## src/rtl/dma_susp_pkg.sv

```systemverilog
package dma_susp_pkg;

    typedef struct packed {
        logic pwr;
        logic wait_mode;
    } pwr_state_t;

    typedef struct packed {
        logic stopped;
        logic resume;
    } stop_state_t;

    typedef struct packed {
        logic pend;
        logic accept;
    } nmi_state_t;

endpackage

```

## src/rtl/dss_power.sv

```systemverilog
module dss_power
    import dma_susp_pkg::*;
#(
    parameter int NUM_CH = 4
) (
    input  logic              clk,
    input  logic              rst_n,
    input  logic              pwr_wr,
    input  logic              pwr_wdata,
    input  logic              mode_wr,
    input  logic              mode_wdata,
    output logic              pwr_on,
    output logic              wait_mode,
    output logic [NUM_CH-1:0] chan_rst
);

    pwr_state_t st_d, st_q;

    always_comb begin
        st_d = st_q;
        if (pwr_wr) begin
            st_d.pwr = pwr_wdata;
        end
        // mode bit is locked while the engine is powered
        if (mode_wr && !st_q.pwr) begin
            st_d.wait_mode = mode_wdata;
        end
    end

    always_ff @(posedge clk or negedge rst_n) begin
        if (!rst_n) begin
            st_q <= '0;
        end else begin
            st_q <= st_d;
        end
    end

    assign pwr_on    = st_q.pwr;
    assign wait_mode = st_q.wait_mode;

    for (genvar c = 0; c < NUM_CH; c++) begin : g_ch_rst
        assign chan_rst[c] = ~st_q.pwr;
    end


    mode_lock_chk: assert property (@(posedge clk) disable iff (!rst_n)
        st_q.pwr |=> $stable(st_q.wait_mode));


    pwr_load_chk: assert property (@(posedge clk) disable iff (!rst_n)
        pwr_wr |=> (st_q.pwr == $past(pwr_wdata)));

endmodule

```

## src/rtl/dss_stop.sv

```systemverilog
module dss_stop
    import dma_susp_pkg::*;
(
    input  logic clk,
    input  logic rst_n,
    input  logic pwr_on,
    input  logic stop_set_wr,
    input  logic stop_clr_wr,
    input  logic nmi_stop_evt,
    output logic stopped,
    output logic resume_pulse
);

    stop_state_t st_d, st_q;

    always_comb begin
        st_d        = st_q;
        st_d.resume = 1'b0;
        if (!pwr_on) begin
            st_d.stopped = 1'b0;
        end else if (stop_clr_wr) begin
            st_d.stopped = 1'b0;
            st_d.resume  = 1'b1;
        end else if (stop_set_wr || nmi_stop_evt) begin
            st_d.stopped = 1'b1;
        end
    end

    always_ff @(posedge clk or negedge rst_n) begin
        if (!rst_n) begin
            st_q <= '0;
        end else begin
            st_q <= st_d;
        end
    end

    assign stopped      = st_q.stopped;
    assign resume_pulse = st_q.resume;


    clr_wins_chk: assert property (@(posedge clk) disable iff (!rst_n)
        (pwr_on && stop_clr_wr) |=> (!st_q.stopped && st_q.resume));


    set_sticks_chk: assert property (@(posedge clk) disable iff (!rst_n)
        (pwr_on && st_q.stopped && !stop_clr_wr) |=> st_q.stopped);


    off_flush_chk: assert property (@(posedge clk) disable iff (!rst_n)
        !pwr_on |=> (!st_q.stopped && !st_q.resume));

endmodule

```

## src/rtl/dss_nmi.sv

```systemverilog
module dss_nmi
    import dma_susp_pkg::*;
(
    input  logic clk,
    input  logic rst_n,
    input  logic pwr_on,
    input  logic wait_mode,
    input  logic nmi_req,
    input  logic dma_busy,
    output logic nmi_stop_evt,
    output logic nmi_accept
);

    nmi_state_t st_d, st_q;
    logic       busy_eff;
    logic       defer;

    assign busy_eff     = dma_busy & pwr_on;
    assign defer        = nmi_req & busy_eff & wait_mode;
    assign nmi_stop_evt = nmi_req & busy_eff;

    always_comb begin
        st_d        = st_q;
        st_d.accept = nmi_req & ~defer;
        if (!pwr_on) begin
            st_d.pend = 1'b0;
        end else if (defer) begin
            st_d.pend = 1'b1;
        end else if (st_q.pend && !busy_eff) begin
            st_d.pend   = 1'b0;
            st_d.accept = 1'b1;
        end
    end

    always_ff @(posedge clk or negedge rst_n) begin
        if (!rst_n) begin
            st_q <= '0;
        end else begin
            st_q <= st_d;
        end
    end

    assign nmi_accept = st_q.accept;


    release_chk: assert property (@(posedge clk) disable iff (!rst_n)
        (pwr_on && st_q.pend && !dma_busy) |=> (st_q.accept && !st_q.pend));


    hold_chk: assert property (@(posedge clk) disable iff (!rst_n)
        (pwr_on && wait_mode && dma_busy && !st_q.pend && !nmi_req) |=> !st_q.accept);


    pend_flush_chk: assert property (@(posedge clk) disable iff (!rst_n)
        !pwr_on |=> !st_q.pend);

endmodule

```

## src/rtl/dma_suspend_ctrl.sv

```systemverilog
module dma_suspend_ctrl #(
    parameter int NUM_CH = 4
) (
    input  logic              clk,
    input  logic              rst_n,
    input  logic              pwr_wr,
    input  logic              pwr_wdata,
    input  logic              stop_set_wr,
    input  logic              stop_clr_wr,
    input  logic              mode_wr,
    input  logic              mode_wdata,
    input  logic              nmi_req,
    input  logic              dma_busy,
    output logic              dma_clk_en,
    output logic [NUM_CH-1:0] chan_ctl_rst,
    output logic              stopped,
    output logic              resume_pulse,
    output logic              nmi_accept,
    output logic              nmi_wait_mode
);

    logic pwr_on;
    logic wait_mode;
    logic nmi_stop_evt;

    dss_power #(.NUM_CH(NUM_CH)) u_power (
        .clk        (clk),
        .rst_n      (rst_n),
        .pwr_wr     (pwr_wr),
        .pwr_wdata  (pwr_wdata),
        .mode_wr    (mode_wr),
        .mode_wdata (mode_wdata),
        .pwr_on     (pwr_on),
        .wait_mode  (wait_mode),
        .chan_rst   (chan_ctl_rst)
    );

    dss_nmi u_nmi (
        .clk          (clk),
        .rst_n        (rst_n),
        .pwr_on       (pwr_on),
        .wait_mode    (wait_mode),
        .nmi_req      (nmi_req),
        .dma_busy     (dma_busy),
        .nmi_stop_evt (nmi_stop_evt),
        .nmi_accept   (nmi_accept)
    );

    dss_stop u_stop (
        .clk          (clk),
        .rst_n        (rst_n),
        .pwr_on       (pwr_on),
        .stop_set_wr  (stop_set_wr),
        .stop_clr_wr  (stop_clr_wr),
        .nmi_stop_evt (nmi_stop_evt),
        .stopped      (stopped),
        .resume_pulse (resume_pulse)
    );

    assign dma_clk_en    = pwr_on;
    assign nmi_wait_mode = wait_mode;


    nmi_stops_chk: assert property (@(posedge clk) disable iff (!rst_n)
        (dma_clk_en && nmi_req && dma_busy && !stop_clr_wr) |=> stopped);


    idle_nmi_chk: assert property (@(posedge clk) disable iff (!rst_n)
        (nmi_req && !dma_busy) |=> nmi_accept);

endmodule

```

## config.mk

```make
export PLATFORM = sky130hd
export DESIGN_NAME = dma_suspend_ctrl
export DESIGN_NICKNAME = d
export VERILOG_FILES = /design/src/rtl/dma_susp_pkg.sv /design/src/rtl/dss_power.sv /design/src/rtl/dss_stop.sv /design/src/rtl/dss_nmi.sv /design/src/rtl/dma_suspend_ctrl.sv
export SDC_FILE = /design/constraint.sdc
export NUM_CORES = 1
export LEC_CHECK = 0
export ABC_AREA = 1
export CAP_MARGIN = 15
export CORE_AREA = 3 3 40 42
export DETAILED_ROUTE_END_ITERATION = 8
export DIE_AREA = 0 0 43 45
export PLACE_DENSITY = 0.55
export SYNTH_ARGS = -nofsm -noshare
export SYNTH_HDL_FRONTEND = slang
export SYNTH_SLANG_ARGS = --single-unit
```

## constraint.sdc

```tcl
create_clock -name clk -period 2.35 [get_ports clk]
set_clock_uncertainty 0.2 [all_clocks]
set_input_delay 0.47 -clock clk [delete_from_list [all_inputs] [get_ports clk]]
set_output_delay 0.47 -clock clk [all_outputs]
set_load 0.05 [all_outputs]
```

==> results_dict.tcl <==
set metrics [dict create \
    status "completed" \
    drtPass1Iterations 1 \
    cpPeakStageDelay_ns 0.84 \
    critPathMaxFanout 7 \
    gp_congestion 0.631 \
    core_sq_mm 0.00128 \
    ys_seq_area_share_pct 55.3 \
    synthTopCellsByCount "nand2_1, dfrtp_1, inv_1, nand3_1, buf_4" \
    path_buf_inv 1 \
    synth.avg_cell_area_sq_um 8.76 \
    start_util_pct 21.1 \
    synth_top_area_share_pct 55.3 \
    synth_edf_count 0 \
    yosysTopAreaCell "dfrtp_1" \
    seq_area_sq_um 150 \
    synthTopCellsByArea "dfrtp_1, nand2_1, buf_4, nand3_1, inv_1" \
    gr-usage-all-layers_pct 7.97 \
    drt_iter0_markers 0 \
    cp-start-kind "flop" \
    dp_hpwl_um 458 \
    syn_inst 31 \
    crit_path_top_delay_cell "clkdlybuf4s50_1" \
    ant_nets 0 \
    synthFlopType "dfrtp_1" \
    finalMaxSlewViolations 0 \
    critical_path_class "reg -> out" \
    async_flop_share_pct 100 \
    cts_setup_buffers 0 \
    setup_ws_ns 0.155 \
    n_fill_cell 148 \
    yosys_register_bits 6 \
    wl_um 576 \
    wl_per_cell_um 9.00 \
    required_ns 1.68 \
    finalSetupViolations 0 \
    cts_root_buf "clkbuf_4" \
    peakVddDrop_uv 259 \
    crit_family "buffers and inverters" \
    cts.path.max_buffers 2 \
    yosys_warnings 0 \
    finalHoldViolations 0 \
    r2r-start "u_power.pwr_on$_DFFE_PN0P_" \
    place_area_sq_um 438 \
    yosysUniqueCellTypes 11 \
    clk_pin_slew_ns 0.05 \
    syn-cell-area_sq_um 272 \
    grt_pass1_wl_um 1040 \
    antennaDiodeCount 0 \
    syn_to_final_growth_pct 69.6 \
    io_pins 19 \
    ctsResizeCount 0 \
    crit_arrival_ns 1.52 \
    grt_pass1_vias 270 \
    drive_gt1_share_pct 18.4 \
    clk_latency_ns 0.25 \
    rsz0062_at_grt "false" \
    remaining_drc_errors 0 \
    clkSinkCount 6 \
    synth_nets 41 \
    dieArea_sq_mm 0.00194 \
    dr_total_vias 255 \
    core.rowCount 13 \
    maxSlewHeadroom_pct 67.0 \
    crit_start "u_power.pwr_on$_DFFE_PN0P_" \
    cts_tree "yes" \
    htree_num_levels 1 \
    tns_ns 0 \
    fp.dieW_um 43 \
    hold_class "in -> async" \
    drv_cap 0 \
    port_buffers 18 \
    p_total_uw 323 \
    ctsHoldBuffers 0 \
    multiInputGateArea_sq_um 80.1 \
    numCtsBuffers 3 \
    antenna_found_initial 0 \
    die_h_um 45 \
    layout_worst_path_cycle_share_pct 93.4 \
    p_leak_nw 0.230 \
    tightest_slew_ns 0.493 \
    crit_chain "clkdlybuf4s50_1" \
    period_needed_ns 2.19 \
    via_per_inst 3.98 \
    fin_nets 61 \
    place_ws_ns 0.411 \
    power_density_mw_per_mm2 702 \
    gr-total-overflow 0 \
    crit_path_end_kind "output pin" \
    grt_max_degree 9 \
    yosysMostFrequentCell "nand2_1" \
    stdcell_area_sq_um 460 \
    clock.fmax_mhz 456 \
]
per-layer routing:
layer / vias to the layer above / track usage [%] / share of wire, %
met2: 11 / 12.0 / 51
met1: 112 / 7.64 / 36
met5: - / 0 / 0
met3: 2 / 3.59 / 10
met4: 0 / 9.04 / 2.4
li1: 130 / - / -
through the flow:
step,hold slack [ns],instances,util [%]
after floorplan,-0.0256,31,-
after global placement,0.292,61,34.1
after detailed placement,0.288,61,34.1
after CTS,0.268,64,35.8
after global routing,0.277,64,35.8
final,0.261,64,35.8
worst register-to-register path: cells and delay by family (launching register included):
family                 cells  cell delay, ns
AO/OA/AOI/OAI              1            0.09
buffers and inverters      1            0.10
flip-flops                 1            0.44
AND/OR/NAND/NOR            1            0.23
state kept, by name, indices dropped and copies added, names as in the netlist:
| name | cells |
|---|---|
| u_stop.resume_pulse | 1 |
| u_power.pwr_on | 1 |
| u_stop.stopped | 1 |
| u_nmi.st_q | 1 |
| u_power.wait_mode | 1 |
| u_nmi.nmi_accept | 1 |
power by group:
part	total [mW]	internal, mW	switching, mW
logic	0.107	0.0385	0.0683
clock network	0.0989	0.0580	0.0409
registers	0.118	0.112	0.00591
kinds of logic (layout without fill, tap and decap cells):
kind of cell	after synthesis	in the layout	synth area share (%)
simple gates	15	15	24.4
flops	6	6	55.3
compound gates	2	2	5.07
buf+inv	8	26	15.2
layout make-up:
type	count	share of cell area, %
repair buffers	18	37.0
well taps	15	4.08
multi-input cells	17	17.4
clock buffers	3	4.89
inverters	5	4.08
flip-flops and latches	6	32.6
final timing paths:
| path | end | slack (ns) | cells after the start |
|---|---|---|---|
| setup / recovery | dma_clk_en | 0.16 | 1 |
| min in group clk | u_power.wait_mode$_DFFE_PN0P_ | 0.30 | 2 |
| hold / removal | u_stop.stopped$_DFFE_PN0P_ | 0.26 | 1 |
| max in group asynchronous | u_power.pwr_on$_DFFE_PN0P_ | 1.47 | 1 |
| hold reg to reg | u_power.wait_mode$_DFFE_PN0P_ | 0.30 | 2 |
| setup reg to reg | u_stop.stopped$_DFFE_PN0P_ | 1.22 | 3 |
cell usage in the layout, fill, tap and decap left out, drive strengths merged:
master / n
nand4: 1
clkbuf: 3
nor2: 1
clkdlybuf4s50: 14
nand3: 4
dfrtp: 6
o21ai: 1
or2: 1
a21oi: 1
nand2: 8
inv: 5
buf: 4
No activity file was read; power rests on OpenSTA's default activity.
